**src/rtl/cnt_pkg.sv**
```systemverilog
package cnt_pkg;

    typedef enum logic [1:0] {
        MODE_CLEAR = 2'd0,
        MODE_LOAD  = 2'd1,
        MODE_COUNT = 2'd2,
        MODE_HOLD  = 2'd3
    } mode_t;

    typedef struct packed {
        logic clr_n;
        logic load_n;
        logic en_par;
        logic en_trk;
    } stage_ctl_t;

    // Fixed precedence: clear, then load, then count, then hold.
    function automatic mode_t pick_mode(input stage_ctl_t ctl);
        if (!ctl.clr_n)                  return MODE_CLEAR;
        else if (!ctl.load_n)            return MODE_LOAD;
        else if (ctl.en_par && ctl.en_trk) return MODE_COUNT;
        else                             return MODE_HOLD;
    endfunction

endpackage

```
**src/rtl/cnt_mode_sel.sv**
```systemverilog
module cnt_mode_sel
    import cnt_pkg::*;
(
    input  stage_ctl_t ctl,
    output mode_t      mode
);
    always_comb begin
        mode = pick_mode(ctl);
    end
endmodule

```
**src/rtl/cnt_stage.sv**
```systemverilog
module cnt_stage
    import cnt_pkg::*;
#(
    parameter int W = 4
) (
    input  logic         clk,
    input  stage_ctl_t   ctl,
    input  logic [W-1:0] din,
    output logic [W-1:0] q,
    output logic         tc
);
    localparam logic [W-1:0] ALL_ONES = {W{1'b1}};
    localparam logic [W-1:0] ONE      = W'(1);

    mode_t        mode;
    logic [W-1:0] q_next;

    cnt_mode_sel u_mode (
        .ctl  (ctl),
        .mode (mode)
    );

    always_comb begin
        unique case (mode)
            MODE_CLEAR: q_next = '0;
            MODE_LOAD:  q_next = din;
            MODE_COUNT: q_next = q + ONE;
            default:    q_next = q;
        endcase
    end

    // No asynchronous reset: the synchronous clear initializes the cell.
    always_ff @(posedge clk) begin
        q <= q_next;
    end

    assign tc = (q == ALL_ONES) && ctl.en_trk;
endmodule

```
**src/rtl/cnt_cascade.sv**
```systemverilog
module cnt_cascade
    import cnt_pkg::*;
#(
    parameter int STAGE_W   = 4,
    parameter int STAGES    = 1,
    parameter bit LOOKAHEAD = 1'b0
) (
    input  logic                        clk,
    input  logic                        clr_n,
    input  logic                        load_n,
    input  logic                        en_par,
    input  logic                        en_trk,
    input  logic [STAGE_W*STAGES-1:0]   data,
    output logic [STAGE_W*STAGES-1:0]   count,
    output logic                        tc
);
    localparam int TOT_W = STAGE_W * STAGES;

    logic [STAGES-1:0] st_tc;
    logic [STAGES-1:0] st_enp;
    logic [STAGES-1:0] st_ent;

    for (genvar k = 0; k < STAGES; k++) begin : g_stage
        stage_ctl_t ctl;

        if (k == 0) begin : g_first
            assign st_enp[k] = en_par;
            assign st_ent[k] = en_trk;
        end else if (!LOOKAHEAD) begin : g_ripple
            assign st_enp[k] = en_par;
            assign st_ent[k] = st_tc[k-1];
        end else begin : g_look
            assign st_enp[k] = en_par & st_tc[0];
            if (k == 1) begin : g_second
                assign st_ent[k] = en_trk;
            end else begin : g_later
                assign st_ent[k] = st_tc[k-1];
            end
        end

        assign ctl.clr_n  = clr_n;
        assign ctl.load_n = load_n;
        assign ctl.en_par = st_enp[k];
        assign ctl.en_trk = st_ent[k];

        cnt_stage #(.W(STAGE_W)) u_stage (
            .clk (clk),
            .ctl (ctl),
            .din (data[k*STAGE_W +: STAGE_W]),
            .q   (count[k*STAGE_W +: STAGE_W]),
            .tc  (st_tc[k])
        );
    end

    if (LOOKAHEAD && STAGES > 1) begin : g_tc_look
        // Upper cells see the trickle chain from cell 1; cell 0 is added here.
        assign tc = st_tc[STAGES-1] & st_tc[0];
    end else begin : g_tc_ripple
        assign tc = st_tc[STAGES-1];
    end
endmodule

```
**config.mk**
```make
export PLATFORM = sky130hd
export DESIGN_NAME = cnt_cascade
export DESIGN_NICKNAME = d
export VERILOG_FILES = /design/src/rtl/cnt_pkg.sv /design/src/rtl/cnt_mode_sel.sv /design/src/rtl/cnt_stage.sv /design/src/rtl/cnt_cascade.sv
export SDC_FILE = /design/constraint.sdc
export NUM_CORES = 1
export LEC_CHECK = 0
export BUFFER_PORTS_ARGS = -buffer_cell sky130_fd_sc_hd__buf_4
export CAP_MARGIN = 20
export CORE_AREA = 2 2 39 41
export DETAILED_ROUTE_END_ITERATION = 12
export DIE_AREA = 0 0 41 43
export PLACE_DENSITY = 0.49
export SYNTH_ARGS = -nofsm -noshare
export SYNTH_HDL_FRONTEND = slang
export SYNTH_HIERARCHICAL = 1
export SYNTH_SLANG_ARGS = --single-unit
```
**constraint.sdc**
```tcl
create_clock -name clk -period 1.4 [get_ports clk]
set_input_delay 0.14 -clock clk [delete_from_list [all_inputs] [get_ports clk]]
set_output_delay 0.14 -clock clk [all_outputs]
set_load 0.02 [all_outputs]
```
After elaboration in Yosys (flattened, before gate mapping)
Index checks and enable logic that the tools add are counted.

word-level totals
  register bits = 4
  latch bits = 0
  output and inout port bits = 5
  RAM bits = 0
  ROM bits = 0
  input bits = 9
  memories = 0

operators by class
  divide/modulo/power cells = 0
  bitwise gates (word level) = 0
  reduce and logical (&&, ||, !) cells = 4
  mux-type cells = 4
  multipliers = 0
  shifts and indexed selects = 0
  order comparisons = 0
  eq/ne operators = 3
  add/sub/neg operators = 1

operators with widths
  operator             number
  $pmux 4 s3           1
  $add 4x1->4 const B  1
  $eq 4x4->1 const B   1
  $mux 2               2
  $reduce_bool 3->1    1
  $eq 2x1->1 const B   1
  $eq 2x2->1 const B   1
  $logic_and 1x1->1    2
  $logic_not 2->1      1
  $mux 1               1

Depth between registers and ports, before layout
Gate-level depths: netlist (run 1).

  depth in word-level cells = 6
  depth in mapped cells = 6

Hierarchy
Netlist (run 1), hierarchy kept.

modules (own cells, without submodules)
  module        instances  area an instance (um2)  cells each
  cnt_stage     1          275.3                   25
  cnt_mode_sel  1          17.5                    3

Worst setup path before layout (run 1)
No wires, ideal clock.

  path kind = input to register
  start = input en_par
  end = register g_stage[0].u_stage.q[3] (data pin)
  buffers on the path = 0
  slack = -0.050 ns
  cell stages on the path = 5
  arrival = 1.292 ns
  cell sequence = a31oi_1 inv_1 ha_1 or3b_1 o211ai_1

between the ends
  longest elaborated chain between the ends = 6
  elaborated cells on any way between the ends = 8
  classes of those cells = 2 x eq/ne; 4 x mux; 2 x reduce/logical

ends and longest elaborated chain
  item                                line               source
  from (decl)                         cnt_cascade.sv:11  input logic en_par,
  $logic_and 1x1->1 *                 cnt_pkg.sv:21      else if (ctl.en_par && ctl.en_trk) return MODE_COUNT;
  $mux 1 *                            cnt_pkg.sv:21
  $mux 2 *                            cnt_pkg.sv:20      else if (!ctl.load_n) return MODE_LOAD;
  $mux 2 *                            cnt_pkg.sv:19      if (!ctl.clr_n) return MODE_CLEAR;
  $eq 2x2->1 (tied with other cells)  cnt_stage.sv:24    unique case (mode)
  $pmux 4 s3 *                        cnt_stage.sv:24
  via g_stage[0].u_stage.q_next[3]    cnt_stage.sv:16    logic [W-1:0] q_next;
  to (signal assigned)                cnt_stage.sv:34    q <= q_next;
  to (decl)                           cnt_stage.sv:9     output logic [W-1:0] q,

The timed path passes the listed nets; every way through them passes the cells marked *.
A chain may end at the register's enable or synchronous reset.

Worst setup path in the final report (run 1)
  start = register g_stage[0].u_stage.q[0]
  end = output tc

between the ends
  longest elaborated chain between the ends = 2

ends and longest elaborated chain
  item               line               source
  $eq 4x4->1         cnt_stage.sv:37    assign tc = (q == ALL_ONES) && ctl.en_trk;
  $logic_and 1x1->1  cnt_stage.sv:37
  to (decl)          cnt_cascade.sv:15  output logic tc

No other way between the ends.

==> out/qor_table.md, run 1 <==
| Step | Metric | Reported |
| --- | --- | --- |
| outcome | Outcome | complete, no violations |
| routing | Number of vias in the routed layout | 287 |
| sta | Setup repair after global routing missed its margin | false |
| final layout | Register area | 120 µm² |
| global routing | Global-route wire length before repair | 1150 µm |
| worst setup path | Element type at the critical path end | output pin |
| final layout | Filler cells | 155 |
| yosys | Cell area after technology mapping | 293 µm² |
| floorplanning | Core Footprint | 0.00138 mm² |
| floorplanning | Die Ht | 43 µm |
| worst setup path | Data arrival at the endpoint of the critical path | 1.20 ns |
| worst setup path | Worst reg2reg setup slack | 0.19 ns |
| hold path | End point of the most critical hold path | g_stage[0].u_stage/q[2]$_DFFE_PP_ |
| yosys | Number of synthesized flops with an enable pin | 4 |
| sta | Relative max-transition margin | 89.0% |
| pwr | Largest vdd supply drop | 0.000201 V |
| pwr | Tot Pwr | 0.403 mW |
| sta | Actual slew at the worst max-slew pin | 0.165 ns |
| yosys | Cell count after synthesis | 28 |
| yosys | Seq/Total Area, Yosys | 41.0% |
| worst setup path | Cell at the slowest stage of the critical path | sky130_fd_sc_hd__edfxtp_1 |
| routing | Detailed Route WL | 688 µm |
| worst setup path | Endpoint of the worst-slack reg-to-reg timing path | g_stage[0].u_stage/q[2]$_DFFE_PP_ |
| routing | Average wire length per cell after detail routing | 10.6 µm |
| hold path | Hold Crit Depth | 3 |
| final layout | Number of standard cells in the final layout excluding fillers | 65 |
| floorplanning | Number of rows in the core area | 14 |
| final layout | Synth-to-Final Area Change | 67.1% |
| final layout | Register name with the most flops | g_stage.u_stage/q |
| placed design | Port Buf Inserts | 13 |
| routing | TritonRoute pass-1 iters | 4 |
| yosys | Register bit count reported by yosys | 4 |
| yosys | Synthesized-area fraction occupied by ao, oa, aoi and oai cells | 11.5% |
| routing | Detailed-route DRC error count | 0 |
| yosys | Proportion of synthesized flip-flops having asynchronous set or reset | 0% |
| yosys | Library cell occupying the most area in the post-synthesis netlist | sky130_fd_sc_hd__edfxtp_1 |
| floorplanning | Starting density of the core | 21.2% |
| yosys | Adder-Cell Fraction of Synth Area | 17.1% |
| routing | Post-route ant nets | 0 |
| global routing | Total grt overflow | 0 |
| worst setup path | Crit path kind | flip-flop to output pin |
| worst setup path | Worst Path Max Fanout | 2 |
| routing | Detailed router's first-iteration violation count | 7 |
| placed design | Final weighted congestion in routability-driven placement | 0.696 |
| yosys | Proportion of netlist area held by the largest area contributor | 41.0% |
| yosys | Main combinational cell family by area after synthesis | simple AND/OR/NAND/NOR gates |
| final layout | Final layout net count | 64 |
| worst setup path | FF-to-FF Start | g_stage[0].u_stage/q[0]$_DFFE_PP_ |
| placed design | Sum of net half-perimeters after detailed placement | 567 µm |
| worst setup path | Delay of the slowest cell on the worst path | 0.38 ns |
| pwr | Total power divided by cell area | 824 mW/mm² |
| worst setup path | Required time of the critical path | 1.26 ns |
| global routing | Pin count of the biggest net entering global routing | 6 |
| clock network | CTS tree | built |
| yosys | Syn Nets | 41 |
| clock network | Number of clock sinks | 4 |
| sta | Final-report hold violation count | 0 |
| clock network | CTS clk-pin slew, worst paths | 0.04 ns |
| sta | Highest clock rate | 0.747 GHz |
| clock network | Clock Latency Late Sink | 0.23 ns |
| routing | Detail-routed via count per cell | 4.42 |
| floorplanning | Die area | 0.00176 mm² |
| worst setup path | Worst-case reg-to-reg path depth | 4 |
| sta | Final Max Slew Viols | 0 |
| sta | Final critical-path share of the clock period | 95.6% |
| hold path | Hold Crit Class | primary input to flip-flop |
| clock network | Post-CTS Setup Inserts | 0 |
| clock network | Root Driver | sky130_fd_sc_hd__clkbuf_4 |
| clock network | Count of cells resized by post-cts repair | 0 |
| clock network | H-tree depth | 1 |
| global routing | Antenna violations before repair | 0 |
| worst setup path | Critical path launch point type | flip-flop |
| yosys | Simple-gate portion of the synthesized area | 22.2% |
| yosys | Syn avg cell area | 10.5 µm² |
| sta | Final period demand of the worst path | 1.34 ns |
| job | Max-Cap Viols | 0 |
| final layout | Max reg flops | 4 |
| final layout | Antenna diode count | 0 |
| final layout | Area occupied by multi-input gates | 176 µm² |
| placed design | Instance count after placement with tap cells included | 61 |
| yosys | Yosys cell types | 17 |
| floorplanning | Horizontal die dimension | 41 µm |
| yosys | Count of warnings emitted by yosys | 6 |
| global routing | Via count of the first global-routing pass | 295 |
| sta | Number of setup violations in the final report | 0 |
| hold path | Source of the worst hold timing path | data[2] |
| yosys | Synth Area in XOR/XNOR | 2.99% |
| sta | Post-route clock skew | 0.000530 ns |
| floorplanning | Number of primary I/O pins | 14 |
| final layout | Fraction of layout instances using a drive strength above 1 | 49.0% |
| yosys | Cells taking the most area after synthesis | sky130_fd_sc_hd__edfxtp_1 (41%), sky130_fd_sc_hd__ha_1 (17%), sky130_fd_sc_hd__a22oi_1 (5.1%), sky130_fd_sc_hd__inv_1 (5.1%), sky130_fd_sc_hd__and4_1 (3.0%) |
| worst setup path | Ordered list of cells on the worst path | ha_1 > and4_1 > buf_4 |
| global routing | Overall track demand over capacity in global routing | 10.1% |
| yosys | Portion of netlist area occupied by mux cells | 0% |
| clock network | Total clock buffers created by CTS | 3 |
| clock network | # hold bufs at CTS | 0 |
| clock network | Maximum buffer depth of the clock tree | 2 |
| pwr | Leakage power | 0.232 nW |
| final layout | Registers with the most flip-flops | g_stage.u_stage/q (4) |
| yosys | Dominant synthesized flop cell | sky130_fd_sc_hd__edfxtp_1 |
-- how the worst max path moves through the flow --
stage	to	startpoint
after floorplan	g_stage[0].u_stage/q[3]$_DFFE_PP_	load_n
after global placement	g_stage[0].u_stage/q[3]$_DFFE_PP_	load_n
after detailed placement	g_stage[0].u_stage/q[3]$_DFFE_PP_	load_n
after CTS	tc	g_stage[0].u_stage/q[1]$_DFFE_PP_
after global routing	tc	g_stage[0].u_stage/q[0]$_DFFE_PP_
final	tc	g_stage[0].u_stage/q[0]$_DFFE_PP_
-- cell usage in the layout (no fill, tap or decap), types with 2 or more instances in the layout --
cell and n:
sky130_fd_sc_hd__nor2_1 2, sky130_fd_sc_hd__ha_1 3, sky130_fd_sc_hd__buf_4 18, sky130_fd_sc_hd__a22oi_1 2, sky130_fd_sc_hd__clkbuf_4 3, sky130_fd_sc_hd__inv_1 4, sky130_fd_sc_hd__edfxtp_1 4
-- routing by layer --
layer / vias up / track usage [%] / wire length, µm
li1: 144 / - / -
met1: 132 / 10.1 / 257
met2: 11 / 15.9 / 382
met3: 0 / 1.57 / 48
met4: 0 / 10.0 / 0
met5: - / 0 / 0
-- power breakdown --
| part | leakage [nW] | internal, mW | switching, mW |
|---|---|---|---|
| registers | 0.0463 | 0.145 | 0.00756 |
| logic | 0.172 | 0.0613 | 0.0497 |
| clock network | 0.0138 | 0.0957 | 0.0442 |
| total | 0.232 | 0.302 | 0.101 |
-- cells in the mapped netlist, types with 2 or more instances --
| library cell | number |
|---|---|
| sky130_fd_sc_hd__edfxtp_1 | 4 |
| sky130_fd_sc_hd__a22oi_1 | 2 |
| sky130_fd_sc_hd__ha_1 | 4 |
| sky130_fd_sc_hd__inv_1 | 4 |
| sky130_fd_sc_hd__nor2_1 | 2 |
-- through the flow --
step	hold slack (ns)	setup slack, ns	area (µm²)	util [%]	setup TNS (ns)
2_1_floorplan	0.364	0.0477	312	-	0
3_3_place_gp	0.456	-0.0428	459	33.2	-0.0428
3_5_place_dp	0.476	-0.0505	459	33.2	-0.0505
4_1_cts	0.237	0.0365	482	34.8	0
5_1_grt	0.267	0.00824	489	35.4	0
6_report	0.248	0.0615	489	35.4	0
-- critical path, delay by kind of cell, from the launching register on --
family | cells | cell delay [ns]
and+or+nand+nor | 1 | 0.19
adders and majority gates | 1 | 0.24
DFF | 1 | 0.38
buffers and inverters | 1 | 0.15
-- cells by family (layout without fill, tap and decap cells) --
kind of cell	after synthesis	after routing
AND/OR/NAND/NOR	10	10
AO/OA/AOI/OAI	5	5
adder cells (fa/ha/maj)	4	4
flip-flops	4	4
buffers and inverters	4	25
XOR/XNOR	1	1
-- cell type report --
cell class | count | share of cell area (%)
Multi-Input combinational cell | 20 | 36.1
Timing Repair Buffer | 18 | 27.6
Sequential cell | 4 | 24.6
Clock buffer | 3 | 4.60
Tap cell | 16 | 4.09
Inverter | 4 | 3.07
Note: power is estimated with default switching activity, not from simulation.
==> run 2, diff against run 1 <==
==> constraint.sdc (replaced) <==
create_clock -name clk -period 1.4 [get_ports clk]
set_input_delay 0.35 -clock clk [delete_from_list [all_inputs] [get_ports clk]]
set_output_delay 0.35 -clock clk [all_outputs]
set_load 0.02 [all_outputs]
==> run 2 against run 1 <==
Global-route usage up 1.1 points. Combinational power up 20%. Total power up 5.2%. The run now ends with negative setup slack left.
==> out/qor_table.md, run 2 (synthesized netlist as in run 1, its figures left out) <==
| Step | Metric | Reported |
| --- | --- | --- |
| outcome | Outcome | finished with violations |
| outcome | Failing checks | negative setup slack |
| pwr | Largest vdd supply drop | 0.000277 V |
| pwr | Total power divided by cell area | 783 mW/mm² |
| hold path | Hold Crit Class | primary input to flip-flop |
| final layout | Registers with the most flip-flops | g_stage.u_stage/q (4) |
| sta | Post-route clock skew | 0.00197 ns |
| routing | Detailed router's first-iteration violation count | 1 |
| sta | Actual slew at the worst max-slew pin | 0.168 ns |
| sta | Setup repair after global routing missed its margin | true |
| final layout | Commonest non-fill, non-tap cell in the layout | sky130_fd_sc_hd__buf_4 |
| routing | TritonRoute pass-1 iters | 2 |
| global routing | Total grt overflow | 0 |
| sta | Final critical-path share of the clock period | 107% |
| clock network | H-tree depth | 1 |
| sta | Number of setup violations in the final report | 1 |
| sta | Final Max Slew Viols | 0 |
| floorplanning | Horizontal die dimension | 41 µm |
| routing | Post-route ant nets | 0 |
| clock network | Root Driver | sky130_fd_sc_hd__clkbuf_4 |
| clock network | CTS clk-pin slew, worst paths | 0.04 ns |
| worst setup path | Worst Path Max Fanout | 2 |
| pwr | Leakage power | 0.247 nW |
| clock network | CTS tree | built |
| clock network | Total clock buffers created by CTS | 3 |
| worst setup path | Data arrival at the endpoint of the critical path | 1.15 ns |
| floorplanning | Core Footprint | 0.00138 mm² |
| hold path | End point of the most critical hold path | g_stage[0].u_stage/q[3]$_DFFE_PP_ |
| final layout | Final layout net count | 66 |
| placed design | Port Buf Inserts | 13 |
| sta | Highest clock rate | 0.665 GHz |
| worst setup path | Required time of the critical path | 1.05 ns |
| routing | Detailed-route DRC error count | 0 |
| global routing | Via count of the first global-routing pass | 324 |
| placed design | Final weighted congestion in routability-driven placement | 0.683 |
| sta | Final-report hold violation count | 0 |
| global routing | Antenna violations before repair | 0 |
| floorplanning | Starting density of the core | 21.2% |
| sta | Final period demand of the worst path | 1.50 ns |
| final layout | Register name with the most flops | g_stage.u_stage/q |
| worst setup path | Worst reg2reg setup slack | 0.08 ns |
| worst setup path | Crit path kind | flip-flop to output pin |
| placed design | Sum of net half-perimeters after detailed placement | 595 µm |
| worst setup path | Worst-case reg-to-reg path depth | 5 |
| global routing | Overall track demand over capacity in global routing | 11.2% |
| routing | Average wire length per cell after detail routing | 11.7 µm |
| floorplanning | Number of rows in the core area | 14 |
| clock network | Number of clock sinks | 4 |
| clock network | Maximum buffer depth of the clock tree | 2 |
| sta | Worst hold margin | 0.467 ns |
| final layout | Fraction of layout instances using a drive strength above 1 | 56.9% |
| floorplanning | Die area | 0.00176 mm² |
| hold path | Hold Crit Depth | 3 |
| final layout | Post-Route Utilization | 39.2% |
| floorplanning | Number of primary I/O pins | 14 |
| worst setup path | Element type at the critical path end | output pin |
| final layout | Antenna diode count | 0 |
| sta | Relative max-transition margin | 88.8% |
| global routing | Global-route wire length before repair | 1270 µm |
| pwr | Tot Pwr | 0.424 mW |
| worst setup path | Endpoint of the worst-slack reg-to-reg timing path | g_stage[0].u_stage/q[2]$_DFFE_PP_ |
| final layout | Max reg flops | 4 |
| worst setup path | FF-to-FF Start | g_stage[0].u_stage/q[0]$_DFFE_PP_ |
| routing | Number of vias in the routed layout | 305 |
| hold path | Source of the worst hold timing path | data[3] |
| routing | Detail-routed via count per cell | 4.55 |
| final layout | Synth-to-Final Area Change | 85.0% |
| global routing | Pin count of the biggest net entering global routing | 6 |
| clock network | Clock Latency Late Sink | 0.23 ns |
| floorplanning | Die Ht | 43 µm |
| final layout | Commonest non-fill, non-tap cells in the layout | sky130_fd_sc_hd__buf_4 (14), sky130_fd_sc_hd__buf_6 (5), sky130_fd_sc_hd__edfxtp_1 (4), sky130_fd_sc_hd__clkbuf_4 (3) |
| sta | Final critical-path setup slack | -0.104 ns |
| worst setup path | Critical path launch point type | flip-flop |
| job | Max-Cap Viols | 0 |
| routing | Detailed Route WL | 786 µm |
run 2: final cells by class:
cell class	count	area, µm²
multi-input combinational	20	188
sequential	4	120
clock buffer	3	22.5
inverter	4	15.0
timing repair buffer	20	176
fill	136	842
tap	16	20.0
run 2: repair_timing:
item,CTS,global route
setup buffers,3,1
hold buffers,0,0
setup endpoints to repair,1,3
resized for setup,2,6
pin swaps,1,2
run 2: stage by stage:
step | instances | area (µm²) | setup TNS (ns) | setup slack [ns]
2_1_floorplan | 28 | 320 | -0.0627 | -0.0627
3_3_place_gp | 61 | 468 | -0.483 | -0.194
3_5_place_dp | 61 | 468 | -0.667 | -0.222
4_1_cts | 67 | 519 | -0.0913 | -0.0913
5_1_grt | 67 | 542 | -0.156 | -0.145
6_report | 67 | 542 | -0.104 | -0.104
run 2: layer usage:
layer  share of wire, %  GRT usage, %  up-vias
li1                   -             -      148
met1                 34          9.48      143
met2                 58          19.1       14
met3                8.3          4.71        0
met4                  0          8.00        0
met5                  0             0        -
run 2: how the worst max path moves through the flow:
stage                                           start                           endpoint  slack, ns  cells after the start
floorplan                                      load_n  g_stage[0].u_stage/q[3]$_DFFE_PP_      -0.06                      5
global placement                               load_n  g_stage[0].u_stage/q[3]$_DFFE_PP_      -0.19                      6
detailed placement                             load_n  g_stage[0].u_stage/q[3]$_DFFE_PP_      -0.22                      6
CTS                 g_stage[0].u_stage/q[1]$_DFFE_PP_                                 tc      -0.09                      3
global route        g_stage[0].u_stage/q[0]$_DFFE_PP_                                 tc      -0.15                      3
finish              g_stage[0].u_stage/q[0]$_DFFE_PP_                                 tc      -0.10                      3
run 2: critical path, cell delays in order (launching register included):
cell and delay, ns:
sky130_fd_sc_hd__edfxtp_1 0.41, sky130_fd_sc_hd__ha_2 0.20, sky130_fd_sc_hd__and4_1 0.19, sky130_fd_sc_hd__buf_6 0.13
run 2: report_power, final:
part	switching [mW]	internal, mW
Clock	0.0421	0.0956
Sequential	0.00857	0.145
Combinational	0.0575	0.0756
